File: src/rtl/fbdiv_pkg.sv
package fbdiv_pkg;

    typedef enum logic {
        CNT_RUN  = 1'b0,
        CNT_IDLE = 1'b1
    } cnt_mode_e;

endpackage

File: src/rtl/fbdiv_ratio_calc.sv
module fbdiv_ratio_calc #(
    parameter int N_W = 12,
    parameter int A_W = 4,
    parameter int M_W = N_W + 2
) (
    input  logic [N_W-1:0] n_i,
    input  logic [A_W-1:0] a_i,
    output logic [M_W-1:0] m_o,
    output logic           err_o,
    output logic           n_zero_o
);

    logic [M_W-1:0] two_n;
    logic [M_W-1:0] a_ext;
    logic [M_W-1:0] n_ext;
    logic           a_used;
    logic           a_too_big;
    logic           n_forbidden;

    always_comb begin
        two_n       = M_W'({n_i, 1'b0});
        a_ext       = M_W'(a_i);
        n_ext       = M_W'(n_i);
        a_used      = (a_i != '0);
        // adjust code 0 stands for minus one
        m_o         = a_used ? (two_n + a_ext + M_W'(1)) : two_n;
        a_too_big   = (a_ext + M_W'(5)) >= n_ext;
        n_forbidden = (n_i == N_W'(4)) || (n_i == N_W'(8)) || (n_i == N_W'(16));
        err_o       = a_used && (a_too_big || n_forbidden);
        n_zero_o    = (n_i == '0);
    end

endmodule

File: src/rtl/fbdiv_frac_acc.sv
module fbdiv_frac_acc #(
    parameter int F_W = 6
) (
    input  logic           clk,
    input  logic           rst,
    input  logic           step_i,
    input  logic           en_i,
    input  logic [F_W-1:0] off_i,
    output logic           carry_o
);

    typedef struct packed {
        logic [F_W-1:0] acc;
    } acc_state_t;

    acc_state_t     st_d, st_q;
    logic [F_W:0]   sum;
    logic [F_W-1:0] addend;

    always_comb begin
        addend  = en_i ? off_i : '0;
        sum     = {1'b0, st_q.acc} + {1'b0, addend};
        carry_o = step_i && sum[F_W];
        st_d    = st_q;
        if (rst) begin
            st_d.acc = '0;
        end else if (step_i) begin
            st_d.acc = sum[F_W-1:0];
        end
    end

    always_ff @(posedge clk) begin
        st_q <= st_d;
    end

    AST_ACC_HOLD: assert property (@(posedge clk) disable iff (rst)
        !step_i |=> $stable(st_q.acc));

    AST_NO_CARRY_OFF: assert property (@(posedge clk) disable iff (rst)
        !en_i |-> !carry_o);

endmodule

File: src/rtl/fbdiv_period_cnt.sv
module fbdiv_period_cnt
    import fbdiv_pkg::*;
#(
    parameter int M_W = 14
) (
    input  logic           clk,
    input  logic           rst,
    input  logic [M_W-1:0] m_i,
    input  logic           n_zero_i,
    input  logic           carry_i,
    output logic           pulse_o,
    output logic           wrap_o,
    output logic           idle_o
);

    typedef struct packed {
        logic [M_W-1:0] cnt;
        cnt_mode_e      mode;
        logic           pulse;
    } cnt_state_t;

    cnt_state_t st_d, st_q;

    always_comb begin
        wrap_o = (st_q.mode == CNT_RUN) && (st_q.cnt == M_W'(1));
        idle_o = (st_q.mode == CNT_IDLE);
        st_d       = st_q;
        st_d.pulse = 1'b0;
        if (rst) begin
            st_d.cnt  = m_i;
            st_d.mode = n_zero_i ? CNT_IDLE : CNT_RUN;
        end else if (idle_o) begin
            if (!n_zero_i) begin
                st_d.cnt  = m_i;
                st_d.mode = CNT_RUN;
            end
        end else if (wrap_o) begin
            st_d.pulse = 1'b1;
            if (n_zero_i) begin
                st_d.mode = CNT_IDLE;
            end else begin
                st_d.cnt = m_i + M_W'(carry_i);
            end
        end else begin
            st_d.cnt = st_q.cnt - M_W'(1);
        end
    end

    always_ff @(posedge clk) begin
        st_q <= st_d;
    end

    assign pulse_o = st_q.pulse;

    AST_PULSE_SINGLE: assert property (@(posedge clk) disable iff (rst)
        st_q.pulse |=> !st_q.pulse);

    AST_IDLE_QUIET: assert property (@(posedge clk) disable iff (rst)
        (st_q.mode == CNT_IDLE && $past(st_q.mode) == CNT_IDLE) |-> !st_q.pulse);

    AST_CNT_NONZERO: assert property (@(posedge clk) disable iff (rst)
        (st_q.mode == CNT_RUN) |-> (st_q.cnt != '0));

    AST_COUNT_DOWN: assert property (@(posedge clk) disable iff (rst)
        (!$past(rst) && $past(st_q.mode) == CNT_RUN && $past(st_q.cnt) > M_W'(1))
            |-> (st_q.cnt == $past(st_q.cnt) - M_W'(1)));

endmodule

File: src/rtl/fb_frac_divider.sv
module fb_frac_divider #(
    parameter int N_W = 12,
    parameter int A_W = 4,
    parameter int F_W = 6
) (
    input  logic           clk,
    input  logic           rst,
    input  logic [N_W-1:0] n_word,
    input  logic [A_W-1:0] a_code,
    input  logic [F_W-1:0] frac_off,
    input  logic           frac_en,
    output logic           div_pulse,
    output logic           cfg_err,
    output logic           n_zero
);

    localparam int M_W = N_W + 2;

    typedef struct packed {
        logic err;
        logic nz;
    } flag_state_t;

    flag_state_t    fl_d, fl_q;
    logic [M_W-1:0] m_val;
    logic           err_now;
    logic           nz_now;
    logic           carry;
    logic           wrap;
    logic           idle;
    logic           sample;

    fbdiv_ratio_calc #(.N_W(N_W), .A_W(A_W), .M_W(M_W)) u_calc (
        .n_i      (n_word),
        .a_i      (a_code),
        .m_o      (m_val),
        .err_o    (err_now),
        .n_zero_o (nz_now)
    );

    fbdiv_frac_acc #(.F_W(F_W)) u_acc (
        .clk     (clk),
        .rst     (rst),
        .step_i  (wrap),
        .en_i    (frac_en),
        .off_i   (frac_off),
        .carry_o (carry)
    );

    fbdiv_period_cnt #(.M_W(M_W)) u_cnt (
        .clk      (clk),
        .rst      (rst),
        .m_i      (m_val),
        .n_zero_i (nz_now),
        .carry_i  (carry),
        .pulse_o  (div_pulse),
        .wrap_o   (wrap),
        .idle_o   (idle)
    );

    always_comb begin
        sample = rst || wrap || idle;
        fl_d   = fl_q;
        if (sample) begin
            fl_d.err = err_now;
            fl_d.nz  = nz_now;
        end
    end

    always_ff @(posedge clk) begin
        fl_q <= fl_d;
    end

    assign cfg_err = fl_q.err;
    assign n_zero  = fl_q.nz;

    AST_FLAG_HOLD: assert property (@(posedge clk) disable iff (rst)
        !(wrap || idle) |=> $stable(cfg_err));

    AST_ZERO_QUIET: assert property (@(posedge clk) disable iff (rst)
        (n_zero && $past(n_zero)) |-> !div_pulse);

endmodule

File: config.mk
export PLATFORM = sky130hd
export DESIGN_NAME = fb_frac_divider
export DESIGN_NICKNAME = d
export VERILOG_FILES = /design/src/rtl/fbdiv_pkg.sv /design/src/rtl/fbdiv_ratio_calc.sv /design/src/rtl/fbdiv_frac_acc.sv /design/src/rtl/fbdiv_period_cnt.sv /design/src/rtl/fb_frac_divider.sv
export SDC_FILE = /design/constraint.sdc
export NUM_CORES = 1
export LEC_CHECK = 0
export CORE_MARGIN = 1
export CORE_UTILIZATION = 55
export DETAILED_ROUTE_END_ITERATION = 6
export GPL_ROUTABILITY_DRIVEN = 0
export PLACE_DENSITY = 0.83
export RECOVER_POWER = 25
export REMOVE_ABC_BUFFERS = 1
export SYNTH_ARGS = -nofsm -noshare
export SYNTH_HDL_FRONTEND = slang
export SYNTH_SLANG_ARGS = --single-unit
File: constraint.sdc
create_clock -name clk -period 4.2 [get_ports clk]
set_input_delay 0.42 -clock clk [delete_from_list [all_inputs] [get_ports clk]]
set_output_delay 0.42 -clock clk [all_outputs]
set_load 0.05 [all_outputs]
==> After elaboration in Yosys (flattened, before gate mapping) <==
Cells that the tools add are included.
{ "word_totals": {"elab_cells": 41, "reg_bits": 24, "in_bits": 25, "output_inout_bits": 3} }
{ "classes": {"muxes": 9, "bitwise_logic": 1, "addsub": 6, "reduce_logical": 12, "order_cmp": 1, "eq_ne": 6} }
{ "ops": {"columns": ["cell", "n"], "rows": [
  ["15-bit two-way mux", 3],
  ["14-bit two-way mux", 3],
  ["13-bit by 4-bit adder with 14-bit output", 1],
  ["14-bit by 1-bit adder with 14-bit output", 1],
  ["14-bit by 1-bit adder with 14-bit output (second input constant)", 1],
  ["14-bit by 1-bit equality test with 1-bit output (second input constant)", 1],
  ["14-bit by 12-bit >= comparator with 1-bit output", 1],
  ["14-bit by 1-bit subtractor with 14-bit output (second input constant)", 1],
  ["12-bit by 3-bit equality test with 1-bit output (second input constant)", 1],
  ["12-bit by 4-bit equality test with 1-bit output (second input constant)", 1],
  ["12-bit by 5-bit equality test with 1-bit output (second input constant)", 1],
  ["12-bit logical NOT", 1],
  ["6-bit by 6-bit adder with 7-bit output", 1],
  ["6-bit two-way mux", 1],
  ["3-bit != test (second input constant)", 2],
  ["4-bit by 3-bit adder with 5-bit output (second input constant)", 1],
  ["1-bit logical OR", 5],
  ["4-bit nonzero test", 1],
  ["1-bit logical AND", 3],
  ["2-bit two-way mux", 1],
  ["2-bit AND reduction", 1],
  ["2-bit OR reduction", 1],
  ["1-bit two-way mux", 1],
  ["1-bit inverter", 1]
]} }

==> Logic depth before layout (Yosys ltp) <==
Gate-level depths: netlist of the first run.
{ "depth": {"ltp_word": 8, "depth_mapped": 16, "ltp_nobuf": 16} }

==> Modules after synthesis <==
A second synthesis of the first run with hierarchy kept.
{ "unflattened": {"cells_unflattened": 306, "hier_area_um2": 2585.0} }
{ "by_module_without_submodules": {"columns": ["module", "seq_area_each_um2", "cells_per_inst", "instances", "area_per_inst_um2"], "rows": [
  ["fbdiv_period_cnt", 460.4, 166, 1, 1466.4],
  ["fbdiv_ratio_calc", 0.0, 81, 1, 569.3],
  ["fbdiv_frac_acc", 120.1, 56, 1, 483.0],
  ["fb_frac_divider", 60.1, 3, 1, 66.3]
]} }

==> Worst setup path after synthesis of the first run <==
OpenSTA, ideal clock, no wires.
{ "synth_timing": {"kind": "register to register", "start": "register u_cnt.st_q[8] (netlist bit)", "end": "register u_cnt.st_q[11] (netlist bit), data pin", "setup_slack_ns": 0.847, "required_ns": 3.945, "path_stages_with_launch": 11, "path_buffers": 0, "t_arrival_ns": 3.098, "synth_period_minus_slack_ns": 3.353, "setup_time_ns": 0.255, "cell_sequence": "edfxtp_1 -> or4_4 -> or4_4 -> nor3_4 -> nand2_1 -> nor2_1 -> ha_1 -> and3_1 -> nand3_4 -> or4_1 -> a31o_1"} }
{ "synth_rtl": {"columns": ["item", "line_no", "rtl"], "rows": [
  ["start: declaration", "fbdiv_period_cnt.sv:22", "cnt_state_t st_d, st_q;"],
  ["start signal: assignment", "fbdiv_period_cnt.sv:50", "st_q <= st_d;"]
]} }

==> impl_results.md, run 1 <==
- Outcome: finished, final reports clean
- Metal2 WL: 2750 um
- CP max-delay cell: or4_1
- Most common cell after layout, fill and taps aside: nor2_1
- Syn_area_per_cell: 8.31 um2
- Synth top area share: 19.0%
- Startpoint types: register
- Worst-Skew Late Latency: 0.27 ns
- Drt via density: 6.24
- Post-route DRC: 0
- Highest Clock Rate: 0.266 GHz
- Highest metal used: met4
- Pin count of the biggest net entering global routing: 15
- Mapped Area: 0.00253 mm2
- Core area: 0.00438 mm2
- First-pass GRT wire length: 10100 um
- Clk sink count: 24
- CTS clk-pin slew, worst paths: 0.09 ns
- Grt total ovfl: 0
- MaxCap Viol Count: 0
- Hold Crit Class: register to register
- IO buf count: 27
- Fillers: 378
- Post-CTS sizing: 0
- Wirelength per Cell: 15.5 um
- ANT nets after route: 0
- Sequential share of the synthesized area: 25.3%
- Most frequent cells in the layout: 32 x nor2_1, 28 x a21oi_1, 21 x clkdlybuf4s50_1
- Lkg Pwr: 1.13 nW
- Final wirelength: 5970 um
- CP Cell Sequence: or4_1 -> or4_4 -> nor3_4 -> nand2_1 -> nor2_1 -> ha_1 -> and3_1 -> nand3_4 -> or4_1 -> a31o_1
- 1st-iter DRT viols: 234
- CTS Buf Count: 3
- Ports: 28
- N_diodes: 0
- Rows: 24
- Die Span X: 69.9 um
- Async SR Flop Fraction: 0%
- Fin area: 0.00291 mm2
- WS Path Type: register to register
- Routed vias: 2404
- Setup TNS Final: 0 ns
- Number of synthesized flops with an enable pin: 16
- Synth area leader: edfxtp_1
- PwrDens: 244 mW/mm2
- Endpoints failing setup: 0
- Max clock buf depth: 2
- Share of layout cells above drive strength 1: 6.31%
- CTS tree: built
- Die Y: 69.9 um
- Synth area leaders: edfxtp_1 19%, ha_1 9.9%, xnor2_1 6.6%
- Max stage delay on crit path: 0.60 ns
- Post-CTS Hold Buffers: 0
- Nets: 381
- Flops & latches, synth: 24
- Syn. warnings: 0
- Initial Util: 57.8%
- CP arrival: 3.79 ns
- Most frequent cell on the critical path: or4_1
- Slew Limit Fails: 0
- DR WL met3: 248 um
- Drt pass-1 iters: 5
- Slew HR: 51.3%
- M1 wire length: 2820 um
- HPWL Detailed: 4630 um
- CP endpoint kind: register
- Initial antenna violation count: 0
- CP Max Fanout: 7
- Crit path max-delay family: simple AND/OR/NAND/NOR gates
- Min cycle time layout: 3.76 ns
- Dominant synthesized flop cell: edfxtp_1
- Hold Fails Final Rpt: 0
- Root buf cell: clkbuf_8
- Worst vdd ir: 128 uV
- Setup bufs post-CTS: 0
- Worst Tran Pin Value: 0.729 ns
- H-Tree Depth: 1
- P&R area growth vs syn: 14.9%
- Clock skew: 0.00331 ns
- Yosys cell types: 60
- Total GRT Usage: 25.3%
- Unrepaired setup endpoints after global routing: no
- Die Area: 0.00488 mm2
- Req. time, crit path: 4.23 ns
- Vias in the first global route: 2188
- Placed inst area: 0.00287 mm2
- Post-Syn Instances: 305
- Fin crit share: 89.5%
- CP Buf/Inv Count: 0
-- worst paths after layout --
kind	startpoint	to	slack (ns)	depth (start not counted)
max	u_cnt.st_q[6]$_DFFE_PP_	u_cnt.st_q[11]$_DFFE_PP_	0.44	10
min	u_acc.st_q[4]$_SDFFE_PP0N_	u_acc.st_q[4]$_SDFFE_PP0N_	0.46	2
max reg2reg	u_cnt.st_q[6]$_DFFE_PP_	u_cnt.st_q[11]$_DFFE_PP_	0.44	10
min reg2reg	u_acc.st_q[4]$_SDFFE_PP0N_	u_acc.st_q[4]$_SDFFE_PP0N_	0.46	2
-- metal layers --
layer  global-route usage, %  up-vias
li1                        -     1191
met5                       0        -
met3                    2.02       11
met2                    40.6       79
met4                    10.4        0
met1                    35.1     1123
-- power breakdown --
part	switching [mW]	total (mW)	internal [mW]
combinational	0.136	0.246	0.110
sequential	0.0244	0.303	0.278
clock	0.0774	0.161	0.0839
total	0.238	0.711	0.473
-- synth_stat cells (3+ instances only) --
cell	number
nor4_1	7
nand4_1	6
nand3_1	11
nand2_1	18
nand2b_1	3
or3_1	3
or2_2	3
xnor2_1	19
a31oi_1	3
xor2_1	11
clkbuf_1	3
o21ai_0	15
nor2b_1	4
a22o_1	3
inv_1	18
nor3_1	10
edfxtp_1	16
a21o_1	5
a21oi_1	28
ha_1	20
and2_1	6
dfxtp_1	8
nor2_1	32
o22ai_1	5
or4_4	3
-- final cells by class --
cell class	instances	area, um2	share of cell area (%)
sequential	24	641	22.0
clock buffer	4	55.1	1.89
tap	52	65.1	2.23
multi-input combinational	257	1790	61.5
inverter	18	67.6	2.32
timing repair buffer	30	293	10.1
-- cell families (layout without fill, tap and decap cells) --
kind of cell	count (synthesis)	after routing	synth area share, %
adders and majority gates	22	22	11.5
xor gates and xnor gates	30	30	10.4
DFF	24	24	25.3
muxes	1	1	0.395
AOI/OAI and AO/OA	83	83	21.7
and+or+nand+nor	121	121	27.1
buffers and inverters	24	52	3.65
-- worst reg2reg max path, delay by kind of cell, from the launching register on --
family                     cells  cell delay, ns
DFF                            1            0.47
adders and majority gates      1            0.19
and+or+nand+nor                8            2.62
AOI/OAI and AO/OA              1            0.22
-- flip-flops by register name, summed over array words and instances (netlist names) --
register and cells:
n_zero 1, u_cnt.pulse_o 1, u_cnt.idle_o 1, u_cnt.st_q 14, cfg_err 1, u_acc.st_q 6
-- per-stage QoR --
stage | hold slack, ns | power, mW | setup slack, ns | instances | util [%]
after floorplan | 0.430 | 0.472 | 0.847 | 299 | -
after global placement | 0.446 | 0.545 | 0.404 | 381 | 65.4
after detailed placement | 0.451 | 0.551 | 0.316 | 381 | 65.4
after CTS | 0.465 | 0.711 | 0.525 | 385 | 66.6
after global routing | 0.501 | 0.749 | 0.142 | 385 | 66.4
final | 0.465 | 0.711 | 0.443 | 385 | 66.4
Power figures use the tool's default switching activity.
==> inputs of run 2 (changes only) <==
--- a/config.mk
+++ b/config.mk
@@ -7,6 +7,7 @@
 export LEC_CHECK = 0
 export CORE_MARGIN = 1
 export CORE_UTILIZATION = 55
+export CTS_CLUSTER_SIZE = 20
 export DETAILED_ROUTE_END_ITERATION = 6
 export GPL_ROUTABILITY_DRIVEN = 0
 export PLACE_DENSITY = 0.83
==> results of run 2 <==
Same layout as run 1: the final DEF is identical, and so are final timing and power.
